===== src/rtl/gted_pkg.sv =====
package gted_pkg;

   // Selection applied to the midpoint sample
   typedef enum logic [1:0] {
      STEER_ZERO = 2'd0,
      STEER_PASS = 2'd1,
      STEER_NEG  = 2'd2
   } steer_e;

endpackage


===== src/rtl/gted_decode.sv =====
// Offset-binary to two's complement: subtracting half scale flips the MSB.
module gted_decode #(
   parameter int SAMP_W = 3
) (
   input  logic                     [SAMP_W-1:0] code_i,
   output logic signed              [SAMP_W-1:0] val_o
);
   generate
      if (SAMP_W < 2) begin : g_bad_width
         $error("gted_decode: SAMP_W must be at least 2");
      end
   endgenerate

   always_comb begin
      val_o = $signed({~code_i[SAMP_W-1], code_i[SAMP_W-2:0]});
   end
endmodule


===== src/rtl/gted_slope.sv =====
// Classifies the symbol-to-symbol change into pass / negate / zero.
module gted_slope
   import gted_pkg::*;
#(
   parameter int SAMP_W = 3
) (
   input  logic signed [SAMP_W-1:0] cur_i,
   input  logic signed [SAMP_W-1:0] prev_i,
   output steer_e                   steer_o
);
   localparam int DIFF_W = SAMP_W + 1;

   logic signed [DIFF_W-1:0] diff;

   always_comb begin
      diff = DIFF_W'(cur_i) - DIFF_W'(prev_i);
      if (diff == '0) begin
         steer_o = STEER_ZERO;
      end else if (diff[DIFF_W-1]) begin
         steer_o = STEER_NEG;
      end else begin
         steer_o = STEER_PASS;
      end
   end
endmodule


===== src/rtl/gted_steer.sv =====
// Sign-controlled negation of the midpoint sample (replaces the product).
module gted_steer
   import gted_pkg::*;
#(
   parameter int SAMP_W = 3
) (
   input  logic signed [SAMP_W-1:0] mid_i,
   input  steer_e                   steer_i,
   output logic signed [SAMP_W:0]   raw_o
);
   logic signed [SAMP_W:0] mid_ext;

   always_comb begin
      mid_ext = (SAMP_W + 1)'(mid_i);
      unique case (steer_i)
         STEER_PASS: raw_o = mid_ext;
         STEER_NEG:  raw_o = -mid_ext;
         default:    raw_o = '0;
      endcase
   end
endmodule


===== src/rtl/gted_sat.sv =====
// Fits the raw error into ERR_W bits; a plain sign extension when it already fits.
module gted_sat #(
   parameter int IN_W  = 4,
   parameter int ERR_W = 4
) (
   input  logic signed [IN_W-1:0]  raw_i,
   output logic signed [ERR_W-1:0] err_o
);
   generate
      if (ERR_W < 2) begin : g_bad_width
         $error("gted_sat: ERR_W must be at least 2");
      end

      if (ERR_W >= IN_W) begin : g_extend
         always_comb begin
            err_o = ERR_W'(raw_i);
         end
      end else begin : g_clamp
         localparam int HI = (1 << (ERR_W - 1)) - 1;
         localparam int LO = -(1 << (ERR_W - 1));
         int raw_int;
         always_comb begin
            raw_int = int'(raw_i);
            if (raw_int > HI) begin
               err_o = ERR_W'(HI);
            end else if (raw_int < LO) begin
               err_o = ERR_W'(LO);
            end else begin
               err_o = ERR_W'(raw_i);
            end
         end
      end
   endgenerate
endmodule


===== src/rtl/gardner_ted.sv =====
module gardner_ted
   import gted_pkg::*;
#(
   parameter int SAMP_W = 3,
   parameter int ERR_W  = 4
) (
   input  logic                     clk,
   input  logic                     rst_n,
   input  logic                     en,
   input  logic [SAMP_W-1:0]        sym_code,
   input  logic [SAMP_W-1:0]        mid_code,
   output logic signed [ERR_W-1:0]  err
);
   localparam int RAW_W = SAMP_W + 1;

   generate
      if (SAMP_W < 2) begin : g_bad_samp
         $error("gardner_ted: SAMP_W must be at least 2");
      end
      if (ERR_W < 2) begin : g_bad_err
         $error("gardner_ted: ERR_W must be at least 2");
      end
   endgenerate

   logic signed [SAMP_W-1:0] sym_s;
   logic signed [SAMP_W-1:0] mid_s;
   logic signed [SAMP_W-1:0] prev_q;
   steer_e                   steer;
   logic signed [RAW_W-1:0]  raw;
   logic signed [ERR_W-1:0]  err_d;
   logic signed [ERR_W-1:0]  err_q;

   gted_decode #(.SAMP_W(SAMP_W)) u_dec_sym (.code_i(sym_code), .val_o(sym_s));
   gted_decode #(.SAMP_W(SAMP_W)) u_dec_mid (.code_i(mid_code), .val_o(mid_s));

   gted_slope #(.SAMP_W(SAMP_W)) u_slope (
      .cur_i   (sym_s),
      .prev_i  (prev_q),
      .steer_o (steer)
   );

   gted_steer #(.SAMP_W(SAMP_W)) u_steer (
      .mid_i   (mid_s),
      .steer_i (steer),
      .raw_o   (raw)
   );

   gted_sat #(.IN_W(RAW_W), .ERR_W(ERR_W)) u_sat (
      .raw_i (raw),
      .err_o (err_d)
   );

   // Symbol history tracks every clock, enabled or not
   always_ff @(posedge clk or negedge rst_n) begin
      if (!rst_n) begin
         prev_q <= '0;
         err_q  <= '0;
      end else begin
         prev_q <= sym_s;
         err_q  <= en ? err_d : '0;
      end
   end

   assign err = err_q;

   // rising symbols with a positive midpoint give a positive error
   p_rise_pass_r2: assert property (@(posedge clk) disable iff (!rst_n)
      (en && (sym_s > prev_q) && (mid_s > 0)) |=> (err > 0));

   // falling symbols with a positive midpoint give a negative error
   p_fall_neg_r3: assert property (@(posedge clk) disable iff (!rst_n)
      (en && (sym_s < prev_q) && (mid_s > 0)) |=> (err < 0));

   // no symbol change, no error
   p_flat_zero_r4: assert property (@(posedge clk) disable iff (!rst_n)
      (sym_s == prev_q) |=> (err == '0));

   // disabled cycles give zero output
   p_off_zero_r7: assert property (@(posedge clk) disable iff (!rst_n)
      !en |=> (err == '0));

   // history loads the current symbol regardless of enable
   p_hist_load_r7: assert property (@(posedge clk) disable iff (!rst_n)
      1'b1 |=> (prev_q == $past(sym_s)));
endmodule


===== config.mk =====
export PLATFORM = sky130hd
export DESIGN_NAME = gardner_ted
export DESIGN_NICKNAME = d
export VERILOG_FILES = /design/src/rtl/gted_pkg.sv /design/src/rtl/gted_decode.sv /design/src/rtl/gted_slope.sv /design/src/rtl/gted_steer.sv /design/src/rtl/gted_sat.sv /design/src/rtl/gardner_ted.sv
export SDC_FILE = /design/constraint.sdc
export NUM_CORES = 1
export LEC_CHECK = 0
export ABC_AREA = 1
export BUFFER_PORTS_ARGS = -buffer_cell sky130_fd_sc_hd__buf_2
export CORE_MARGIN = 3
export CORE_UTILIZATION = 40
export CTS_BUF_LIST = sky130_fd_sc_hd__clkbuf_2 sky130_fd_sc_hd__clkbuf_4 sky130_fd_sc_hd__clkbuf_8
export CTS_CLUSTER_DIAMETER = 150
export CTS_CLUSTER_SIZE = 8
export DETAILED_ROUTE_END_ITERATION = 7
export GPL_TIMING_DRIVEN = 0
export PLACE_DENSITY_LB_ADDON = 0.3
export SYNTH_ARGS = -nofsm -noshare
export SYNTH_HDL_FRONTEND = slang
export SYNTH_HIERARCHICAL = 1
export SYNTH_SLANG_ARGS = --single-unit

===== constraint.sdc =====
create_clock -name clk -period 2.7 [get_ports clk]
set_input_delay 0.27 -clock clk [delete_from_list [all_inputs] [get_ports clk]]
set_output_delay 0.27 -clock clk [all_outputs]
set_load 0.02 [all_outputs]

After elaboration in Yosys (flattened, before gate mapping):

Cells that the tools add are included.
Widths: inputs -> output; s select.

* flip-flop bits (word level): 7
* latch bits: 0
* RAM bits: 0
* ROM bits: 0
* bits of input ports: 9
* output and inout bits: 4
* word-level logic and storage cells: 13
* memories kept: 0

* add/subtract/negate cells: 2
* multipliers: 0
* div/mod/pow operators: 0
* magnitude comparators: 0
* equal/unequal tests: 2
* shift operators: 0
* mux-type cells: 4
* bitwise gates (word level): 2
* reductions and logical operators: 1

Operators by type and width (number)
* $pmux 4 s2: 1
* $logic_not 4->1: 1
* $mux 2: 2
* $mux 4: 1
* $neg 3->4: 1
* $sub 3x3->4: 1
* $eq 2x1->1 const B: 1
* $eq 2x2->1 const B: 1
* $not 1->1: 2

Logic depth before layout (Yosys ltp):

Gate-level depths: netlist (run 1).

* word-level depth: 7
* depth in mapped cells: 18
* mapped depth without buffers: 16

Hierarchy:

The synthesis (run 1) kept the hierarchy.

By module, submodules not included
* gardner_ted: times used 1, cells an instance 15, area each 205.2 sq um, seq. area each 175.2 sq um
* gted_slope: times used 1, cells an instance 22, area each 133.9 sq um, seq. area each 0.0 sq um
* gted_steer: times used 1, cells an instance 25, area each 132.6 sq um, seq. area each 0.0 sq um
* gted_decode: times used 2, cells an instance 3, area each 18.8 sq um, seq. area each 0.0 sq um
* gted_sat: times used 1, cells an instance 4, area each 30.0 sq um, seq. area each 0.0 sq um

Worst setup path before layout (run 1):

No wires, ideal clock.

* kind: in2reg
* from: input sym_code[0]
* to: register err_q[2] (netlist: err[2])
* setup time: 0.062 ns
* arrival time: 2.007 ns
* required time: 2.638 ns
* slack: 0.631 ns
* stages on the path: 17
* path buffers: 2
* cell sequence: buf_4 inv_1 ha_1 fa_1 inv_1 nand2_1 nand2_1 nor2_2 nor2_2 inv_1 ha_1 a21oi_1 nand2_1 inv_1 buf_4 nand2_1 inv_1

* longest elaborated chain between the ends: 6
* elaborated cells between the ends (all ways): 8
* classes of those cells: 1 x add/sub; 2 x eq/ne; 4 x mux; 1 x reduce/logical

Ends and longest elaborated chain
* start: declaration: line gardner_ted.sv:10 `input logic [SAMP_W-1:0] sym_code,`
* $sub 3x3->4 (*): line gted_slope.sv:16 `diff = DIFF_W'(cur_i) - DIFF_W'(prev_i);`
* $logic_not 4->1 / $mux 2 (equally long branches): line gted_slope.sv:17, gted_slope.sv:19
* $mux 2 (*): line gted_slope.sv:17 `if (diff == '0) begin`
* net steer[0]: line gardner_ted.sv:28 `steer_e steer;`
* $eq 2x2->1 / $eq 2x1->1 (equally long branches): line gted_steer.sv:15 `unique case (steer_i)`
* $pmux 4 s2 (*): line gted_steer.sv:15
* net raw[2]: line gardner_ted.sv:29 `logic signed [RAW_W-1:0] raw;`
* $mux 4 (*): line gardner_ted.sv:60 `err_q <= en ? err_d : '0;`
* end signal: assignment: line gardner_ted.sv:60
* end: declaration: line gardner_ted.sv:31 `logic signed [ERR_W-1:0] err_q;`

The timed path passes the listed nets; every way through them passes the cells marked *.

Final worst setup path (run 1):

* from: register prev_q[0]
* to: register err_q[2] (netlist: err[2])

* longest elaborated chain between the ends: 6
* elaborated cells between the ends (all ways): 8
* classes of those cells: 1 x add/sub; 2 x eq/ne; 4 x mux; 1 x reduce/logical

Ends and longest elaborated chain
* start: declaration: line gardner_ted.sv:27 `logic signed [SAMP_W-1:0] prev_q;`
* start signal: assignment: line gardner_ted.sv:59 `prev_q <= sym_s;`
* $sub 3x3->4 (*): line gted_slope.sv:16
* $logic_not 4->1 / $mux 2 (equally long branches): line gted_slope.sv:17, gted_slope.sv:19
* $mux 2 (*): line gted_slope.sv:17
* net steer[0]: line gardner_ted.sv:28
* $eq 2x2->1 / $eq 2x1->1 (equally long branches): line gted_steer.sv:15
* $pmux 4 s2 (*): line gted_steer.sv:15
* net raw[2]: line gardner_ted.sv:29
* $mux 4 (*): line gardner_ted.sv:60

Marked as above.

==> impl_results.md, run 1 <==
- Mean Syn Cell Area: 7.49 um2
- Final global-route overflow total: 0
- Post-detail-place hpwl: 650 um
- Share of synthesized area spent on multiplexers: 0%
- Core area: 1190 um2
- Cell type contributing the most total cell area after synthesis: sky130_fd_sc_hd__dfrtp_1
- Required time of the worst setup path: 2890 ps
- Clock root buffer: sky130_fd_sc_hd__clkbuf_4
- TritonCTS clock tree: done
- Detailed-route wire length per cell: 7.79 um
- Final design area excluding fillers: 637 um2
- Final hold violations: 0
- Worst-skew pair later-pin latency: 250 ps
- Worst setup slack after layout: 522 ps
- Cell row count: 12
- Sequential share of power: 35.5%
- Highest attainable clock frequency: 459 MHz
- Power Dens Cells: 507 nW/um2
- Number of storage elements in the synthesis netlist: 7
- Post-route non-filler standard cell count: 99
- Switching power: 95.5 uW
- TritonCTS Sinks: 7
- Instance count along the most critical hold path: 1
- Number of instances in the synthesized netlist: 72
- Synthesized-area fraction occupied by ao, oa, aoi and oai cells: 3.48%
- Share of total power in the clock network: 32.2%
- Number of CTS-inserted buffers: 3
- Main area contributors after synthesis: sky130_fd_sc_hd__dfrtp_1, sky130_fd_sc_hd__ha_1, sky130_fd_sc_hd__inv_1, sky130_fd_sc_hd__nand2_1, sky130_fd_sc_hd__buf_4
- Clock input transition at the sequential cells of the worst setup and hold paths: 50 ps
- Count of max-cap constraint violations: 0
- Die X: 42.7 um
- Overall die height: 42.7 um
- Post-synth top area share: 32.5%
- Post-Synth XOR/XNOR Area: 0%
- Number of global-route vias before repair: 367
- Routed Antenna Nets: 0
- Buffers from clock root to sink, at most: 2
- RR Startpoint: prev_q[0]
- R2R cell count: 15
- Die Footprint: 1820 um2
- Max rail drop VDD: 0.149 mV
- Number of endpoints failing setup at the final stage: 0
- Start point of the worst hold path: sym_code[0]
- Drt total wl: 771 um
- Post-DR vias/cell: 4.10
- Ant diodes: 0
- Most common library cell in the layout ignoring fill and taps: sky130_fd_sc_hd__inv_1
- Post-layout min period: 2180 ps
- Data arrival, critical path: 2370 ps
- Maximum fanout along the worst path: 4
- Synth Area in Simple Gates: 21.3%
- Worst Max-Slew Pin Slew: 185 ps
- Number of warning messages in the yosys log: 6
- Pin count of the biggest net entering global routing: 8
- Area Growth Syn to Fin: 18.1%
- Most frequent cells in the layout: sky130_fd_sc_hd__inv_1, sky130_fd_sc_hd__nand2_1, sky130_fd_sc_hd__buf_2, sky130_fd_sc_hd__buf_4, sky130_fd_sc_hd__dfrtp_1
- Switching power share of the total: 29.6%
- Total vias in the final route: 406
- Setup repair after global routing missed its margin: no
- Leakage power summed over all cells: 0.000418 uW
- Layout cell share with drive strength beyond 1: 30.6%
- DR DRC count: 0
- Number of iterations in the first detailed-routing pass: 2
- Flop-to-flop setup slack: 520 ps
- Syn nets: 88
- Final slew viol count: 0
- Final GP Congestion: 0.735
- Post-synth cell types: 14
- Worst Hold Endpoint: prev_q[0]
- Worst Setup Start Kind: flop
- Utilization after layout: 53.7%
- Portion of the clock cycle consumed by the worst path in the final layout: 80.7%
- IO buf count: 8
- Starting density of the core: 45.5%
- Slew margin rel.: 87.7%
- P_int: 227 uW
- Path category of the worst min-delay check: in -> reg
- Status: finished clean
- Adder and majority gate portion of the synthesized area: 17.6%
- Clk_skew: 1.45 ps
- H-tree depth: 1
- Count of pins on the block boundary: 13
- Placement-stage worst setup slack: 484 ps
- Post-placement cell count: 94
- Area after DPL: 597 um2
- Number of antenna violations at the first check in global routing: 0
- Overall routing resource usage: 8.99%
- Capturing element type of the critical path: flop
- Worst reg2reg path endpoint: err[2]
- Combinational family with the most area after synthesis: buffers and inverters
- Drt initial violations: 3
- First-pass GRT wire length: 1260 um
- Critical path class: reg -> reg
- Comb pwr share: 32.3%
- Total Negative Setup Slacks: 0 ps
- Total standard cell area after synthesis: 539 um2
- Share of synthesized area occupied by flip-flops and latches: 32.5%
- Nets: 102
- Fill cells: 115
registers in the layout, indices dropped and copies added, names as in the netlist:
signal,cells
prev_q,3
err,4
cell families after synthesis:
kind of cell | count (synthesis)
flip-flops | 7
AND/OR/NAND/NOR | 27
adder cells (fa/ha/maj) | 7
AO/OA/AOI/OAI | 3
buffers and inverters | 28
how the worst max path moves through the flow:
stage | start | to | slack (ps)
after global routing | prev_q[0] | err[2] | 380
after detailed placement | sym_code[0] | err[2] | 480
after floorplan | sym_code[0] | err[2] | 630
after global placement | sym_code[0] | err[0] | 530
final | prev_q[0] | err[2] | 520
after CTS | prev_q[0] | err[2] | 510
Yosys cell counts:
cell	instances
sky130_fd_sc_hd__nor2_1	2
sky130_fd_sc_hd__buf_4	8
sky130_fd_sc_hd__nor2_2	3
sky130_fd_sc_hd__fa_1	1
sky130_fd_sc_hd__nor3_1	1
sky130_fd_sc_hd__inv_1	19
sky130_fd_sc_hd__inv_2	1
sky130_fd_sc_hd__a21oi_1	2
sky130_fd_sc_hd__nand2_2	1
sky130_fd_sc_hd__a21oi_2	1
sky130_fd_sc_hd__nand3_1	2
sky130_fd_sc_hd__dfrtp_1	7
sky130_fd_sc_hd__ha_1	6
sky130_fd_sc_hd__nand2_1	18
layer usage:
metal / GRT usage (%) / up-vias / part of all wire, % / wire length, um
met5: 0 / - / 0 / 0
met4: 5.59 / 0 / 0 / 0
met3: 2.97 / 0 / 6.9 / 53
met2: 14.7 / 11 / 48 / 370
met1: 9.87 / 170 / 45 / 347
li1: - / 225 / - / -
layout make-up:
type | instances | area, um2 | share of cell area, %
buffer | 8 | 60.1 | 9.43
sequential | 7 | 175 | 27.5
tap | 14 | 17.5 | 2.75
timing repair buffer | 9 | 50.0 | 7.86
multi-input combinational | 37 | 229 | 36.0
inverter | 20 | 75.1 | 11.8
clock buffer | 4 | 30.0 | 4.72
stage by stage:
step	hold slack, ps	power [uW]
3_3_place_gp	102	217
3_5_place_dp	106	220
6_report	137	323
5_1_grt	130	346
4_1_cts	129	329
2_1_floorplan	-25.6	199
timing repair:
action,4_1_cts,5_1_grt
setup endpoints to repair,0,0
endpoints found under the hold margin,7,0
hold buffers,1,0
setup buffers,0,0
gates resized for setup,0,0
power groups by stage:
stage	Clock, uW	Combinational, uW	Sequential, uW
after detailed placement	0	103	116
after CTS	109	105	115
after global placement	0	101	116
final	104	104	115
after global routing	114	117	115
after floorplan	0	74.9	124
critical path, stage by stage, from the launching register on:
cell,delay (ps)
sky130_fd_sc_hd__dfrtp_1,370
sky130_fd_sc_hd__ha_1,200
sky130_fd_sc_hd__fa_1,400
sky130_fd_sc_hd__inv_1,70
sky130_fd_sc_hd__nand2_1,50
sky130_fd_sc_hd__nand2_1,60
sky130_fd_sc_hd__nor2_2,40
sky130_fd_sc_hd__nor2_2,120
sky130_fd_sc_hd__inv_1,50
sky130_fd_sc_hd__ha_1,340
sky130_fd_sc_hd__a21oi_1,140
sky130_fd_sc_hd__nand2_1,60
sky130_fd_sc_hd__inv_1,50
sky130_fd_sc_hd__buf_4,90
sky130_fd_sc_hd__nand2_1,40
sky130_fd_sc_hd__inv_1,40
No activity file was read; power rests on OpenSTA's default activity.
==> inputs of run 2 (changes only) <==
--- a/config.mk
+++ b/config.mk
@@ -5,14 +5,14 @@
 export SDC_FILE = /design/constraint.sdc
 export NUM_CORES = 1
 export LEC_CHECK = 0
-export ABC_AREA = 1
+export ABC_AREA = 0
 export BUFFER_PORTS_ARGS = -buffer_cell sky130_fd_sc_hd__buf_2
-export CORE_MARGIN = 3
-export CORE_UTILIZATION = 40
+export CORE_AREA = 3 3 40 42
 export CTS_BUF_LIST = sky130_fd_sc_hd__clkbuf_2 sky130_fd_sc_hd__clkbuf_4 sky130_fd_sc_hd__clkbuf_8
 export CTS_CLUSTER_DIAMETER = 150
 export CTS_CLUSTER_SIZE = 8
 export DETAILED_ROUTE_END_ITERATION = 7
+export DIE_AREA = 0 0 43 45
 export GPL_TIMING_DRIVEN = 0
 export PLACE_DENSITY_LB_ADDON = 0.3
 export SYNTH_ARGS = -nofsm -noshare
==> constraint.sdc (replaced) <==
create_clock -name clk -period 1.81 [get_ports clk]
set_input_delay 0.181 -clock clk [delete_from_list [all_inputs] [get_ports clk]]
set_output_delay 0.181 -clock clk [all_outputs]
set_load 0.02 [all_outputs]
==> impl_results.md, run 2 <==
- Clk_skew: 3.05 ps
- Hold WS: 57.6 ps
- Count of pins on the block boundary: 13
- Placement-stage worst setup slack: -294 ps
- Portion of the clock cycle consumed by the worst path in the final layout: 110%
- Clock input transition at the sequential cells of the worst setup and hold paths: 50 ps
- Critical path class: reg -> reg
- Data arrival, critical path: 2130 ps
- DR DRC count: 0
- Total power: 536 uW
- Clock root buffer: sky130_fd_sc_hd__clkbuf_4
- Share of synthesized area occupied by flip-flops and latches: 34.4%
- Power Dens Cells: 759 nW/um2
- Main area contributors after synthesis: sky130_fd_sc_hd__dfrtp_1, sky130_fd_sc_hd__ha_1, sky130_fd_sc_hd__buf_4, sky130_fd_sc_hd__inv_1, sky130_fd_sc_hd__and2_1
- Die Footprint: 1940 um2
- Synth Flop Type: sky130_fd_sc_hd__dfrtp_1
- Post-DR vias/cell: 4.43
- Violations in the final reports: setup timing
- Status: finished, violations left
- Mean Syn Cell Area: 9.61 um2
- Share of synthesized area spent on multiplexers: 0%
- Max rail drop VDD: 0.262 mV
- Comb pwr share: 40.1%
- Crit path max-delay cell type: sky130_fd_sc_hd__fa_2
- Setup repair after global routing missed its margin: yes
- Number of enable-type register cells in the synthesized netlist: 0
- Most common library cell in the layout ignoring fill and taps: sky130_fd_sc_hd__inv_1
- Most frequent CP cell: sky130_fd_sc_hd__ha_4
- List of most frequent post-synthesis cells: sky130_fd_sc_hd__inv_1, sky130_fd_sc_hd__buf_4, sky130_fd_sc_hd__dfrtp_1
- Final GP Congestion: 0.697
- TritonCTS Sinks: 7
- Switching power share of the total: 28.8%
- Area Growth Syn to Fin: 38.6%
- Post-Synth XOR/XNOR Area: 3.44%
- Post-synth top area share: 34.4%
- Drt initial violations: 1
- Nets: 84
- P_int: 382 uW
- Final hold violations: 0
- Ys async rst share: 100%
- Total standard cell area after synthesis: 509 um2
- Die X: 43 um
- Adder and majority gate portion of the synthesized area: 18.7%
- Total Negative Setup Slacks: -496 ps
- Worst Setup Start Kind: flop
- Post-layout min period: 2000 ps
- Total vias in the final route: 363
- Synthesized-area fraction occupied by ao, oa, aoi and oai cells: 9.34%
- Buffers from clock root to sink, at most: 2
- Number of CTS-inserted buffers: 3
- Number of storage elements in the synthesis netlist: 7
- IO buf count: 8
- First-pass GRT wire length: 1410 um
- Number of antenna violations at the first check in global routing: 0
- Number of iterations in the first detailed-routing pass: 2
- Count of max-cap constraint violations: 0
- Final global-route overflow total: 0
- Drt total wl: 791 um
- Post-detail-place hpwl: 653 um
- Number of global-route vias before repair: 365
- Ant diodes: 0
- Cells along the critical path: ha_4, fa_2, a31oi_2, buf_4, ha_4, a22oi_2, nor2_2, and2_4
- Worst-skew pair later-pin latency: 240 ps
- Most used standard cell by instance count after synthesis: sky130_fd_sc_hd__inv_1
- Detailed-route wire length per cell: 9.65 um
- Most frequent cells in the layout: sky130_fd_sc_hd__inv_1, sky130_fd_sc_hd__buf_2, sky130_fd_sc_hd__buf_4, sky130_fd_sc_hd__dfrtp_1, sky130_fd_sc_hd__clkbuf_4
- Routed Antenna Nets: 0
- Number of instances in the synthesized netlist: 53
- Slew margin rel.: 85.3%
- Worst setup slack after layout: -185 ps
- Post-synth cell types: 20
- Final slew viol count: 0
- Path category of the worst min-delay check: in -> reg
- Number of warning messages in the yosys log: 6
- Synth Area in Simple Gates: 14.3%
- Syn nets: 69
- Leakage power summed over all cells: 0.000363 uW
- Overall routing resource usage: 9.84%
- Number of endpoints failing setup at the final stage: 4
- Worst Max-Slew Pin Slew: 220 ps
- Largest stage delay on the critical path: 520 ps
- Highest attainable clock frequency: 501 MHz
- Required time of the worst setup path: 1950 ps
- TritonCTS clock tree: done
- Switching power: 154 uW
- Starting density of the core: 39.6%
- Cell row count: 13
- H-tree depth: 1
- Maximum fanout along the worst path: 3
- Core area: 1280 um2
- Pin count of the biggest net entering global routing: 8
- Sequential share of power: 32.0%
- Share of total power in the clock network: 27.9%
- Overall die height: 45 um
- Max reg flops: 4
- Combinational family with the most area after synthesis: buffers and inverters
- Capturing element type of the critical path: flop
- Layout cell share with drive strength beyond 1: 55.2%
- Cell type contributing the most total cell area after synthesis: sky130_fd_sc_hd__dfrtp_1
## run 2: cell count changes in the layout (fill, tap and decap cells not counted), sizes merged, moves of 2 or more
cell / delta
and2: +4
inv: -9
nand2: -17
nand3: -2
nor2: -3
## run 2: cells by family (layout without fill, tap and decap cells)
kind of cell	count (synthesis)	in the layout
simple gates	12	12
compound gates	6	6
xor+xnor	2	2
buf+inv	19	33
fa+ha+maj	7	7
flops	7	7
## run 2: power by group through the flow
stage          sequential (uW)  combinational, uW  clock, uW
6_report                   171                215        149
3_3_place_gp               175                165          0
5_1_grt                    172                235        166
4_1_cts                    172                195        156
3_5_place_dp               175                169          0
2_1_floorplan              186                124          0
## run 2: routing by layer
layer	GRT usage, %	wire length, um	up-vias
met5	0	0	-
met4	5.42	0	0
met3	2.39	51	0
met2	17.4	387	10
met1	10.9	352	168
li1	-	-	185
## run 2: metrics by stage
| step | instance area, um2 | cells | utilization (%) |
|---|---|---|---|
| finish | 706 | 82 | 54.9 |
| global route | 706 | 82 | 54.9 |
| CTS | 674 | 80 | 52.5 |
| detailed placement | 608 | 76 | 47.3 |
| global placement | 608 | 76 | 47.3 |
| floorplan | 549 | 53 | - |
## run 2: worst max-delay path: cells and delay by family (launching register included)
kind / cells / cell delay (ps)
AOI/OAI and AO/OA: 2 / 280
adders and majority gates: 3 / 870
buffers and inverters: 1 / 150
DFF: 1 / 400
and+or+nand+nor: 2 / 190
## run 2: final timing paths
check / cells past startpoint / to / slack (ps) / from
max: 8 / err[1] / -190 / prev_q[0]
min: 1 / prev_q[0] / 60 / sym_code[0]
max reg2reg: 8 / err[1] / -190 / prev_q[0]
min reg2reg: 6 / err[1] / 1050 / prev_q[0]
max in group asynchronous: 2 / err[0] / 1360 / rst_n
min in group asynchronous: 2 / prev_q[0] / 300 / rst_n
## run 2: repair_timing
action,in CTS,in global routing
pin swaps,14,10
hold endpoints to repair,7,0
resized for setup,8,4
setup buffers,3,2
setup endpoints to repair,4,4
hold buffers,1,0
## run 2: layout make-up
| cell class | count | area [um2] |
|---|---|---|
| buffer | 4 | 30.0 |
| clock buffer | 4 | 30.0 |
| fill | 120 | 579 |
| inverter | 11 | 41.3 |
| multi-input combinational | 27 | 319 |
| sequential | 7 | 175 |
| tap | 15 | 18.8 |
| timing repair buffer | 14 | 91.3 |
==> inputs of run 3 (changes only) <==
--- a/config.mk
+++ b/config.mk
@@ -13,7 +13,6 @@
 export CTS_CLUSTER_SIZE = 8
 export DETAILED_ROUTE_END_ITERATION = 7
 export DIE_AREA = 0 0 43 45
-export GPL_TIMING_DRIVEN = 0
 export PLACE_DENSITY_LB_ADDON = 0.3
 export SYNTH_ARGS = -nofsm -noshare
 export SYNTH_HDL_FRONTEND = slang
==> impl_results.md, run 3 (synthesis gave the netlist of run 2 again) <==
- Largest stage delay on the critical path: 400 ps
- Power Dens Cells: 758 nW/um2
- Crit path max-delay cell type: sky130_fd_sc_hd__dfrtp_1
- Total vias in the final route: 343
- Total setup buffers inserted after CTS: 0
- Number of endpoints failing setup at the final stage: 4
- Max reg flops: 4
- Final hold violations: 0
- DR DRC count: 0
- CP top delay family: adder cells
- Post-detail-place hpwl: 605 um
- Portion of the clock cycle consumed by the worst path in the final layout: 108%
- Leakage power summed over all cells: 0.000336 uW
- Area after DPL: 583 um2
- Overall die height: 45 um
- TritonCTS clock tree: done
- Violations in the final reports: setup timing
- Total Negative Setup Slacks: -491 ps
- Pin count of the biggest net entering global routing: 8
- Required time of the worst setup path: 1990 ps
- Number of iterations in the first detailed-routing pass: 1
- Drt total wl: 698 um
- Final global-route overflow total: 0
- Final design area excluding fillers: 644 um2
- Detailed-route wire length per cell: 8.84 um
- Ant diodes: 0
- Path category of the worst min-delay check: in -> reg
- Highest attainable clock frequency: 512 MHz
- Data arrival, critical path: 2140 ps
- Bufs and invs on worst path: 1
- Worst setup slack after layout: -142 ps
- Capturing element type of the critical path: flop
- Placement-stage worst setup slack: -153 ps
- First-pass GRT wire length: 1270 um
- Most common library cell in the layout ignoring fill and taps: sky130_fd_sc_hd__buf_2
- Utilization after layout: 50.1%
- Starting density of the core: 39.6%
- Count of max-cap constraint violations: 0
- Final GP Congestion: 0.755
- Die X: 43 um
- Routed Antenna Nets: 0
- Die Footprint: 1940 um2
- TritonCTS Sinks: 7
- Buffers from clock root to sink, at most: 2
- Worst-skew pair later-pin latency: 250 ps
- Worst Max-Slew Pin Slew: 248 ps
- Nets: 81
- Setup repair after global routing missed its margin: yes
- Layout cell share with drive strength beyond 1: 48.4%
- Most frequent CP cell: sky130_fd_sc_hd__ha_4
- Post-layout min period: 1950 ps
- Area Growth Syn to Fin: 26.5%
- Drt initial violations: 0
- Cell row count: 13
- Cells along the critical path: ha_4, fa_2, xor2_1, a31oi_2, inv_2, ha_4, nor3_2, and2_1
- Status: finished, violations left
- Most frequent cells in the layout: sky130_fd_sc_hd__buf_2, sky130_fd_sc_hd__inv_1, sky130_fd_sc_hd__dfrtp_1, sky130_fd_sc_hd__and2_1, sky130_fd_sc_hd__clkbuf_4
- Overall routing resource usage: 9.01%
- H-tree depth: 1
- Max rail drop VDD: 0.218 mV
- Clock root buffer: sky130_fd_sc_hd__clkbuf_4
- Slew margin rel.: 83.5%
- Critical path class: reg -> reg
- Final slew viol count: 0
- Number of global-route vias before repair: 330
- Core area: 1280 um2
- Clock input transition at the sequential cells of the worst setup and hold paths: 50 ps
- Clk_skew: 1.55 ps
- IO buf count: 12
- Maximum fanout along the worst path: 4
- Post-DR vias/cell: 4.34
- Number of antenna violations at the first check in global routing: 0
- Worst Setup Start Kind: flop
- Count of pins on the block boundary: 13
- Number of CTS-inserted buffers: 3
==> run 3: cell count changes in the layout (fill, tap and decap cells not counted), sizes merged <==
cell and delta:
buf -3
==> run 3: final cells by class <==
type / instances / area, um2
Fill cell: 122 / 641
Tap cell: 15 / 18.8
Sequential cell: 7 / 175
Inverter: 11 / 41.3
Multi-Input combinational cell: 27 / 294
Clock buffer: 4 / 30.0
Timing Repair Buffer: 15 / 85.1
==> run 3: through the flow <==
| stage | hold WS, ps | total power [uW] | std cells |
|---|---|---|---|
| finish | 59.1 | 489 | 79 |
| global route | 54.4 | 522 | 79 |
| floorplan | -115 | 310 | 53 |
| detailed placement | 17.2 | 323 | 74 |
| global placement | 13.8 | 322 | 74 |
| CTS | 50.9 | 490 | 79 |
==> run 3: final timing paths <==
check                      depth (start not counted)   endpoint  slack, ps        start
min                                                1  prev_q[0]         60  sym_code[0]
max                                                8     err[0]       -140    prev_q[0]
min reg2reg                                        6     err[2]       1020    prev_q[0]
min in group asynchronous                          2  prev_q[2]        290        rst_n
max reg2reg                                        8     err[0]       -140    prev_q[0]
max in group asynchronous                          2     err[3]       1370        rst_n
==> run 3: what timing repair did <==
item                                    4_1_cts  5_1_grt
hold buffers                                  1        0
endpoints found under the setup margin        4        4
endpoints found under the hold margin         7        0
pin swaps                                     0        3
resized for setup                             2        4
==> run 3: power breakdown <==
group          total (uW)  leakage [uW]  internal [uW]  switching [uW]
clock                 151     0.0000184           98.7            52.3
combinational         165      0.000228           81.3            84.2
sequential            172     0.0000897            168            3.75
total                 489      0.000336            348             140
==> run 3: per-layer routing <==
| layer | track usage (%) | share of wire [%] |
|---|---|---|
| met1 | 11.2 | 45 |
| met2 | 12.9 | 43 |
| met3 | 3.98 | 9.2 |
| met4 | 5.42 | 2.9 |
| met5 | 0 | 0 |
